`config.mk`:
```
export PLATFORM = sky130hd
export DESIGN_NAME = hdx_col_detect
export DESIGN_NICKNAME = d
export VERILOG_FILES = /design/src/rtl/hcd_pkg.sv /design/src/rtl/hcd_rst_sync.sv /design/src/rtl/hcd_qualify.sv /design/src/rtl/hcd_rx_mask.sv /design/src/rtl/hdx_col_detect.sv
export SDC_FILE = /design/constraint.sdc
export NUM_CORES = 1
export LEC_CHECK = 0
export ABC_AREA = 1
export BUFFER_PORTS_ARGS = -buffer_cell sky130_fd_sc_hd__buf_4
export CAP_MARGIN = 10
export CORE_AREA = 2 2 39 41
export CTS_CLUSTER_SIZE = 10
export DETAILED_ROUTE_END_ITERATION = 10
export DIE_AREA = 0 0 41 43
export GPL_ROUTABILITY_DRIVEN = 0
export GPL_TIMING_DRIVEN = 0
export SYNTH_ARGS = -nofsm -noshare
export SYNTH_HDL_FRONTEND = slang
export SYNTH_SLANG_ARGS = --single-unit
```
`constraint.sdc`:
```
create_clock -name clk -period 0.8 [get_ports clk]
set_clock_uncertainty 0.05 [all_clocks]
set_input_delay 0.12 -clock clk [delete_from_list [all_inputs] [get_ports clk]]
set_output_delay 0.12 -clock clk [all_outputs]
set_load 0.02 [all_outputs]
```
`src/rtl/hcd_pkg.sv`:
```
package hcd_pkg;
  typedef enum logic [1:0] {
    SRC_NONE    = 2'd0,
    SRC_OVERLAP = 2'd1,
    SRC_EVENT   = 2'd2,
    SRC_TEST    = 2'd3
  } col_src_e;
endpackage

```
`src/rtl/hcd_rst_sync.sv`:
```
module hcd_rst_sync #(
  parameter int SYNC_STAGES = 2
) (
  input  logic clk,
  input  logic rst_n,
  output logic rst_ok
);
  localparam int LAST = SYNC_STAGES - 1;

  logic [LAST:0] stg_q;
  logic [LAST:0] stg_d;

  generate
    if (SYNC_STAGES == 1) begin : g_one
      always_comb stg_d = 1'b1;
    end else begin : g_many
      always_comb stg_d = {stg_q[LAST-1:0], 1'b1};
    end
  endgenerate

  always_ff @(posedge clk or negedge rst_n) begin
    if (!rst_n) stg_q <= '0;
    else        stg_q <= stg_d;
  end

  assign rst_ok = stg_q[LAST];
endmodule

```
`src/rtl/hcd_qualify.sv`:
```
module hcd_qualify
  import hcd_pkg::*;
(
  input  logic     spd_100,
  input  logic     full_dpx,
  input  logic     link_down,
  input  logic     lpbk_en,
  input  logic     col_test,
  input  logic     tx_en,
  input  logic     tx_act,
  input  logic     rx_act,
  input  logic     sqe_evt,
  input  logic     jab_evt,
  output logic     col_req,
  output col_src_e col_src
);
  logic gated;
  logic overlap;
  logic evt10;

  always_comb begin
    gated   = full_dpx | link_down | lpbk_en;
    overlap = tx_act & rx_act;
    evt10   = ~spd_100 & (sqe_evt | jab_evt);
    col_src = SRC_NONE;
    if (col_test)     col_src = tx_en ? SRC_TEST : SRC_NONE;
    else if (gated)   col_src = SRC_NONE;
    else if (overlap) col_src = SRC_OVERLAP;
    else if (evt10)   col_src = SRC_EVENT;
    col_req = (col_src != SRC_NONE);
  end
endmodule

```
`src/rtl/hcd_rx_mask.sv`:
```
module hcd_rx_mask #(
  parameter int NIB_W = 4
) (
  input  logic             spd_100,
  input  logic             col_q,
  input  logic [NIB_W-1:0] rxd_in,
  output logic [NIB_W-1:0] rxd_out
);
  logic zero_en;

  always_comb zero_en = col_q & ~spd_100;

  generate
    for (genvar b = 0; b < NIB_W; b++) begin : g_bit
      assign rxd_out[b] = rxd_in[b] & ~zero_en;
    end
  endgenerate
endmodule

```
`src/rtl/hdx_col_detect.sv`:
```
module hdx_col_detect
  import hcd_pkg::*;
#(
  parameter int NIB_W       = 4,
  parameter int SYNC_STAGES = 2
) (
  input  logic             clk,
  input  logic             rst_n,
  input  logic             spd_100,
  input  logic             full_dpx,
  input  logic             link_down,
  input  logic             lpbk_en,
  input  logic             col_test,
  input  logic             tx_en,
  input  logic             tx_act,
  input  logic             rx_act,
  input  logic             sqe_evt,
  input  logic             jab_evt,
  input  logic [NIB_W-1:0] rxd_in,
  output logic [NIB_W-1:0] rxd_out,
  output logic             col_out,
  output logic             tp_tx_off
);
  logic     rst_ok;
  logic     col_req;
  col_src_e col_src;
  logic     col_d;
  logic     col_q;

  hcd_rst_sync #(.SYNC_STAGES(SYNC_STAGES)) u_rst (
    .clk(clk), .rst_n(rst_n), .rst_ok(rst_ok)
  );

  hcd_qualify u_qual (
    .spd_100(spd_100), .full_dpx(full_dpx), .link_down(link_down),
    .lpbk_en(lpbk_en), .col_test(col_test), .tx_en(tx_en),
    .tx_act(tx_act), .rx_act(rx_act), .sqe_evt(sqe_evt),
    .jab_evt(jab_evt), .col_req(col_req), .col_src(col_src)
  );

  // next state: hold low until reset release has been synchronised
  always_comb col_d = rst_ok ? col_req : 1'b0;

  always_ff @(posedge clk or negedge rst_n) begin
    if (!rst_n) col_q <= 1'b0;
    else        col_q <= col_d;
  end

  hcd_rx_mask #(.NIB_W(NIB_W)) u_mask (
    .spd_100(spd_100), .col_q(col_q), .rxd_in(rxd_in), .rxd_out(rxd_out)
  );

  assign col_out   = col_q;
  assign tp_tx_off = col_test;

  // half-duplex overlap produces a collision
  a_r2_overlap_sets: assert property (@(posedge clk) disable iff (!rst_ok)
    (!col_test && !full_dpx && !link_down && !lpbk_en && tx_act && rx_act)
      |=> col_out);

  // gating modes suppress the collision
  a_r3_gated_low: assert property (@(posedge clk) disable iff (!rst_ok)
    (!col_test && (full_dpx || link_down || lpbk_en)) |=> !col_out);

  // test mode loops tx_en onto the collision flag
  a_r4_test_loop: assert property (@(posedge clk) disable iff (!rst_ok)
    col_test |=> (col_out == $past(tx_en)));

  // 100 Mbps ignores SQE and jabber
  a_r7_fast_no_evt: assert property (@(posedge clk) disable iff (!rst_ok)
    (spd_100 && !col_test && !(tx_act && rx_act)) |=> !col_out);

  // activity end drops the flag unless a 10 Mbps event holds it
  a_r10_drop: assert property (@(posedge clk) disable iff (!rst_ok)
    (!col_test && !(tx_act && rx_act) && !(!spd_100 && (sqe_evt || jab_evt)))
      |=> !col_out);

  // 10 Mbps receive data zeroed during a collision
  a_r8_rx_zero: assert property (@(posedge clk) disable iff (!rst_ok)
    (col_out && !spd_100) |-> (rxd_out == '0));
endmodule

```
==> run metrics, run 1 <==
largest net degree at the start of global routing 6; H-tree depth 1; CP max stage cell dfrtp_2; storage element area 76.3 µm²; commonest non-fill, non-tap cells in the layout buf_4, a21boi_4, buf_6; Worst Path Class, Setup flop to output port; Ports 22; CTS clk-pin slew, worst paths 0.04 ns; vias in the first global route 262; WHS Endpoint col_out$_DFF_PN0_; Antenna Nets Post-Route 0; top-area cell type share of the netlist area 45.8%; Crit path largest cell delay 0.48 ns; Post-CTS Setup Bufs 0; Critical Path RT 0.63 ns; clk_lat worst skew 0.23 ns; PortBufs 21; via count 222; Avg Cell Area, Syn 9.11 µm²; Total Routed Length 515 µm; RSZ-0062 raised after global routing true; number of library cell types mapped by synthesis 11; FF-to-FF path depth 2; most common cell after layout, fill and taps aside buf_4; failing checks negative setup slack; fillers 150; min Tclk post-route 1.16 ns; status finished, violations left; Mapped Cells 18; Critical R2R Launch u_rst.stg_q[1]$_DFF_PN0_; sequential share of the synthesized area 45.8%; startpoint types flop; Die ar. 1760 µm²; height of the die 43 µm; Via density 3.70; Power Density 1400 nW/µm²; worst reg2reg setup slack 0.15 ns; Tcrit/Tclk final 145%; CP Capture Type output port; Multi-input gate area 119 µm²; synthesized area 164 µm²; Chip Width 41 µm; DR WL/cell 8.58 µm; crit path DAT 0.99 ns; drt drc 0; Leak 0.225 nW; cell taking the most area after synthesis dfrtp_1; Max VDD drop 0.000759 V; total power 0.000615 W; Final nets 61; count of final max-slew check failures 0; Hold Path Cell Cnt 4; CTS tree yes; CP Buf/Inv Count 1; antenna violations before repair 0; layout cell share with drive strength beyond 1 75.0%; Worst R2R End col_out$_DFF_PN0_; Synth area leaders dfrtp_1, a21boi_0, nand2_1; Hold Slack 0.107 ns; fmax 861 MHz; clock root buffer clkbuf_4; CP Max Fanout 5; CTS sink cnt 3; cell family with most CP delay flip-flops; first-pass GRT wire length 917 µm; maxcap violations 0; Min-Delay Path Class input pin to flop; Initial Util 11.8%; syn nets 34; Syn-to-layout area delta 168%; flops & latches, synth 3; Final Hold Vio Count 0; Tot GR Track Use 8.06%; Rows 14; CTS max path bufs 2; Critical Path, Cell by Cell a21boi_4, buf_6; setup tns final -1.70 ns; drt pass-1 iters 1; total gr overflow 0; Setup WS post-layout -0.361 ns; First DRT Iteration DRCs 0; TritonCTS Buffers 3; Synth Warn # 0; CORE AREA 1380 µm²; ANT cells 0; Setup-failing EPs final 5; HP Start lpbk_en
[tightest hold or removal path: cells and delay by family]
family	cells	cell delay [ns]
buf+inv	1	0.08
simple gates	2	0.10
compound gates	1	0.05
[power breakdown]
group / total [W] / switching [W] / internal [W]
clock: 0.000262 / 0.0000752 / 0.000187
combinational: 0.000181 / 0.0000700 / 0.000111
sequential: 0.000172 / 0.0000108 / 0.000161
total: 0.000615 / 0.000156 / 0.000459
[per-layer routing]
layer,track usage [%],vias up,wire length [µm]
met4,6.00,0,0
li1,-,109,-
met1,6.84,100,172
met3,4.71,0,69
met5,0,-,0
met2,12.8,13,273
[cell families after synthesis]
group                  share of synthesized area (%)
buffers and inverters                           9.16
flip-flops                                      45.8
other                                           2.29
AND/OR/NAND/NOR                                 13.0
AO/OA/AOI/OAI                                   29.8
[sequential cells by signal, indices dropped and copies added, names as in the netlist]
signal       flops
col_out          1
u_rst.stg_q      2
[worst max-delay path by stage]
| stage | slack, ns | from | end | cells after the start |
|---|---|---|---|---|
| 2_1_floorplan | -0.09 | col_out$_DFF_PN0_ | rxd_out[0] | 1 |
| 3_3_place_gp | -0.13 | col_out$_DFF_PN0_ | rxd_out[1] | 2 |
| 3_5_place_dp | -0.13 | col_out$_DFF_PN0_ | rxd_out[3] | 2 |
| 4_1_cts | -0.38 | col_out$_DFF_PN0_ | rxd_out[3] | 2 |
| 5_1_grt | -0.40 | col_out$_DFF_PN0_ | rxd_out[3] | 2 |
| 6_report | -0.36 | col_out$_DFF_PN0_ | rxd_out[3] | 2 |
[layout make-up]
type | count | area share, %
Sequential cell | 3 | 17.4
Clock buffer | 4 | 5.98
Timing Repair Buffer | 22 | 41.6
Buffer | 1 | 1.71
Multi-Input combinational cell | 12 | 27.1
Tap cell | 16 | 4.56
Inverter | 2 | 1.71
[per-stage QoR]
| stage | instances | utilization [%] | worst slack, ns | area (µm²) |
|---|---|---|---|---|
| global route | 60 | 31.7 | -0.403 | 439 |
| floorplan | 18 | - | -0.0926 | 210 |
| detailed placement | 55 | 28.0 | -0.134 | 388 |
| CTS | 60 | 31.7 | -0.380 | 439 |
| finish | 60 | 31.7 | -0.361 | 439 |
| global placement | 55 | 28.0 | -0.126 | 388 |
[Yosys cell counts]
cell	number
dfrtp_1	3
a21oi_2	1
conb_1	1
nand2_1	3
nor3_2	1
a21boi_0	4
inv_1	1
buf_4	1
inv_2	1
o21ai_1	1
o21ai_0	1
[repair_timing]
action                                  CTS  global route
gates resized for setup                   4             0
endpoints found under the hold margin     3             0
cloned                                    0             0
hold buffers                              1             0
endpoints found under the setup margin    5             5
(Power assumes the default switching activity.)
==> run 2, diff against run 1 <==
--- a/config.mk
+++ b/config.mk
@@ -8,12 +8,15 @@
 export ABC_AREA = 1
 export BUFFER_PORTS_ARGS = -buffer_cell sky130_fd_sc_hd__buf_4
 export CAP_MARGIN = 10
-export CORE_AREA = 2 2 39 41
+export CELL_PAD_IN_SITES_DETAIL_PLACEMENT = 2
+export CELL_PAD_IN_SITES_GLOBAL_PLACEMENT = 2
+export CORE_MARGIN = 2
+export CORE_UTILIZATION = 11
 export CTS_CLUSTER_SIZE = 10
 export DETAILED_ROUTE_END_ITERATION = 10
-export DIE_AREA = 0 0 41 43
 export GPL_ROUTABILITY_DRIVEN = 0
 export GPL_TIMING_DRIVEN = 0
+export PLACE_DENSITY_LB_ADDON = 0.1
 export SYNTH_ARGS = -nofsm -noshare
 export SYNTH_HDL_FRONTEND = slang
 export SYNTH_SLANG_ARGS = --single-unit
==> run metrics, run 2 (synthesis gave the netlist of run 1 again) <==
status finished, violations left; failing checks negative setup slack; Worst R2R End col_out$_DFF_PN0_; Critical Path RT 0.63 ns (about the same); CP Max Fanout 5 (unchanged); CORE AREA 1350 µm² (-2.4%); max reg flops 2 (unchanged); first-pass GRT wire length 1.05 mm (+14%); Antenna Nets Post-Route 0 (unchanged); fin area 449 µm² (+2.3%); antenna violations before repair 0 (unchanged); Max VDD drop 0.000513 V (-32%); clk_lat worst skew 0.23 ns (about the same); Initial Util 12.1% (+0.30 points); layout cell share with drive strength beyond 1 75.6% (+0.56 points); CTS clk-pin slew, worst paths 0.04 ns (about the same); First DRT Iteration DRCs 1 (+1); Biggest register u_rst.stg_q; non-filler cells in the finished layout 60 (unchanged); Tcrit/Tclk final 146% (+0.91 points); HP Start lpbk_en; CP startpoint col_out$_DFF_PN0_; Ports 22 (unchanged); Tot GR Track Use 8.38% (+0.31 points); CTS tree yes; storage element area 76.3 µm² (unchanged); DR WL/cell 10.7 µm (+25%); TritonCTS Buffers 3 (unchanged); Rows 13 (-1); drt pass-1 iters 2 (+1); min Tclk post-route 1.17 ns (+0.00730 ns); fmax 856 MHz (-0.63%); count of final max-slew check failures 0 (unchanged); PortBufs 21 (unchanged); commonest non-fill, non-tap cells in the layout buf_4, buf_6, a21boi_4; crit path DAT 1.00 ns (about the same); dpl hpwl 509 µm; vias in the first global route 248 (-5.3%); Via density 3.78 (+2.3%); Die ar. 1810 µm² (+2.9%); Chip Width 42.6 µm (+3.9%); Setup WS post-layout -0.368 ns (-0.00730 ns); Placement Cell Area 387 µm² (-0.32%); Leak 0.232 nW (+2.7%); Setup-failing EPs final 5 (unchanged); via count 227 (+2.3%); total gr overflow 0 (unchanged); largest net degree at the start of global routing 6 (unchanged); Worst Path Class, Setup flop to output port; worst reg2reg setup slack 0.15 ns (about the same); CP Capture Type output port; CTS sink cnt 3 (unchanged); CTS max path bufs 2 (unchanged); FF-to-FF path depth 2 (unchanged); drt drc 0 (unchanged); Final nets 62 (+1.6%); Total Routed Length 643 µm (+25%); placed cell count 54 (-1.8%); Multi-input gate area 119 µm² (unchanged); clock root buffer clkbuf_4; maxcap violations 0 (unchanged); Power Density 1390 nW/µm² (-0.76%); Syn-to-layout area delta 174%; Critical R2R Launch u_rst.stg_q[1]$_DFF_PN0_; fillers 157 (+4.7%); Min-Delay Path Class input pin to flop; Final Hold Vio Count 0 (unchanged); RSZ-0062 raised after global routing true; H-tree depth 1 (unchanged); startpoint types flop; ANT cells 0 (unchanged); Worst Setup EP col_out; height of the die 42.6 µm (-0.93%); most common cell after layout, fill and taps aside buf_4
==> run 2: changes by cell type in the layout (fill, tap and decap cells not counted), sizes merged <==
cell | before | now
buf | 22 | 23
==> run 2: metal layers <==
metal / GRT usage (%) / part of all wire (%)
met1: 8.01 / 31
met2: 14.2 / 63
met3: 2.59 / 6.1
met4: 7.50 / 0
met5: 0 / 0
==> run 2: repair_timing <==
action / CTS / global route
buffers inserted: 0 / 1
resized for setup: 4 / 1
hold buffers: 1 / 0
endpoints found under the hold margin: 3 / 0
setup endpoints to repair: 5 / 5
==> run 2: where the power goes <==
part,switching [W],internal (W),total (W),leakage [nW]
registers,0.0000110,0.000161,0.000172,0.0350
clock network,0.0000769,0.000187,0.000264,0.0150
logic,0.0000719,0.000116,0.000188,0.181
total,0.000160,0.000464,0.000624,0.232
==> run 2: critical path: stages, from the launching register on <==
cell and delay [ns]:
dfrtp_2 0.48, buf_4 0.17, buf_6 0.12
==> run 2: through the flow <==
step           hold WS, ns  TNS, ns  setup WS, ns  util, %  power (W)
2_1_floorplan       -0.226   -0.370       -0.0926        -   0.000248
3_3_place_gp        -0.142   -0.592        -0.121     28.6   0.000340
3_5_place_dp        -0.141   -0.653        -0.132     28.6   0.000344
4_1_cts              0.117    -1.78        -0.376     32.4   0.000638
5_1_grt              0.146    -1.99        -0.404     33.3   0.000669
6_report             0.115    -1.80        -0.368     33.3   0.000624
==> run 2: worst min-delay path by stage <==
stage / endpoint / depth (start not counted)
finish: col_out$_DFF_PN0_ / 4
global route: col_out$_DFF_PN0_ / 4
CTS: col_out$_DFF_PN0_ / 4
detailed placement: u_rst.stg_q[0]$_DFF_PN0_ / 1
global placement: u_rst.stg_q[0]$_DFF_PN0_ / 1
floorplan: col_out$_DFF_PN0_ / 0
==> run 2: final cells by class <==
type / count / share of cell area (%)
plain buffers: 1 / 1.67
clock buffers: 4 / 5.85
inverters: 2 / 1.67
multi-input cells: 12 / 26.5
flip-flops and latches: 3 / 17.0
well taps: 15 / 4.18
repair buffers: 23 / 43.2
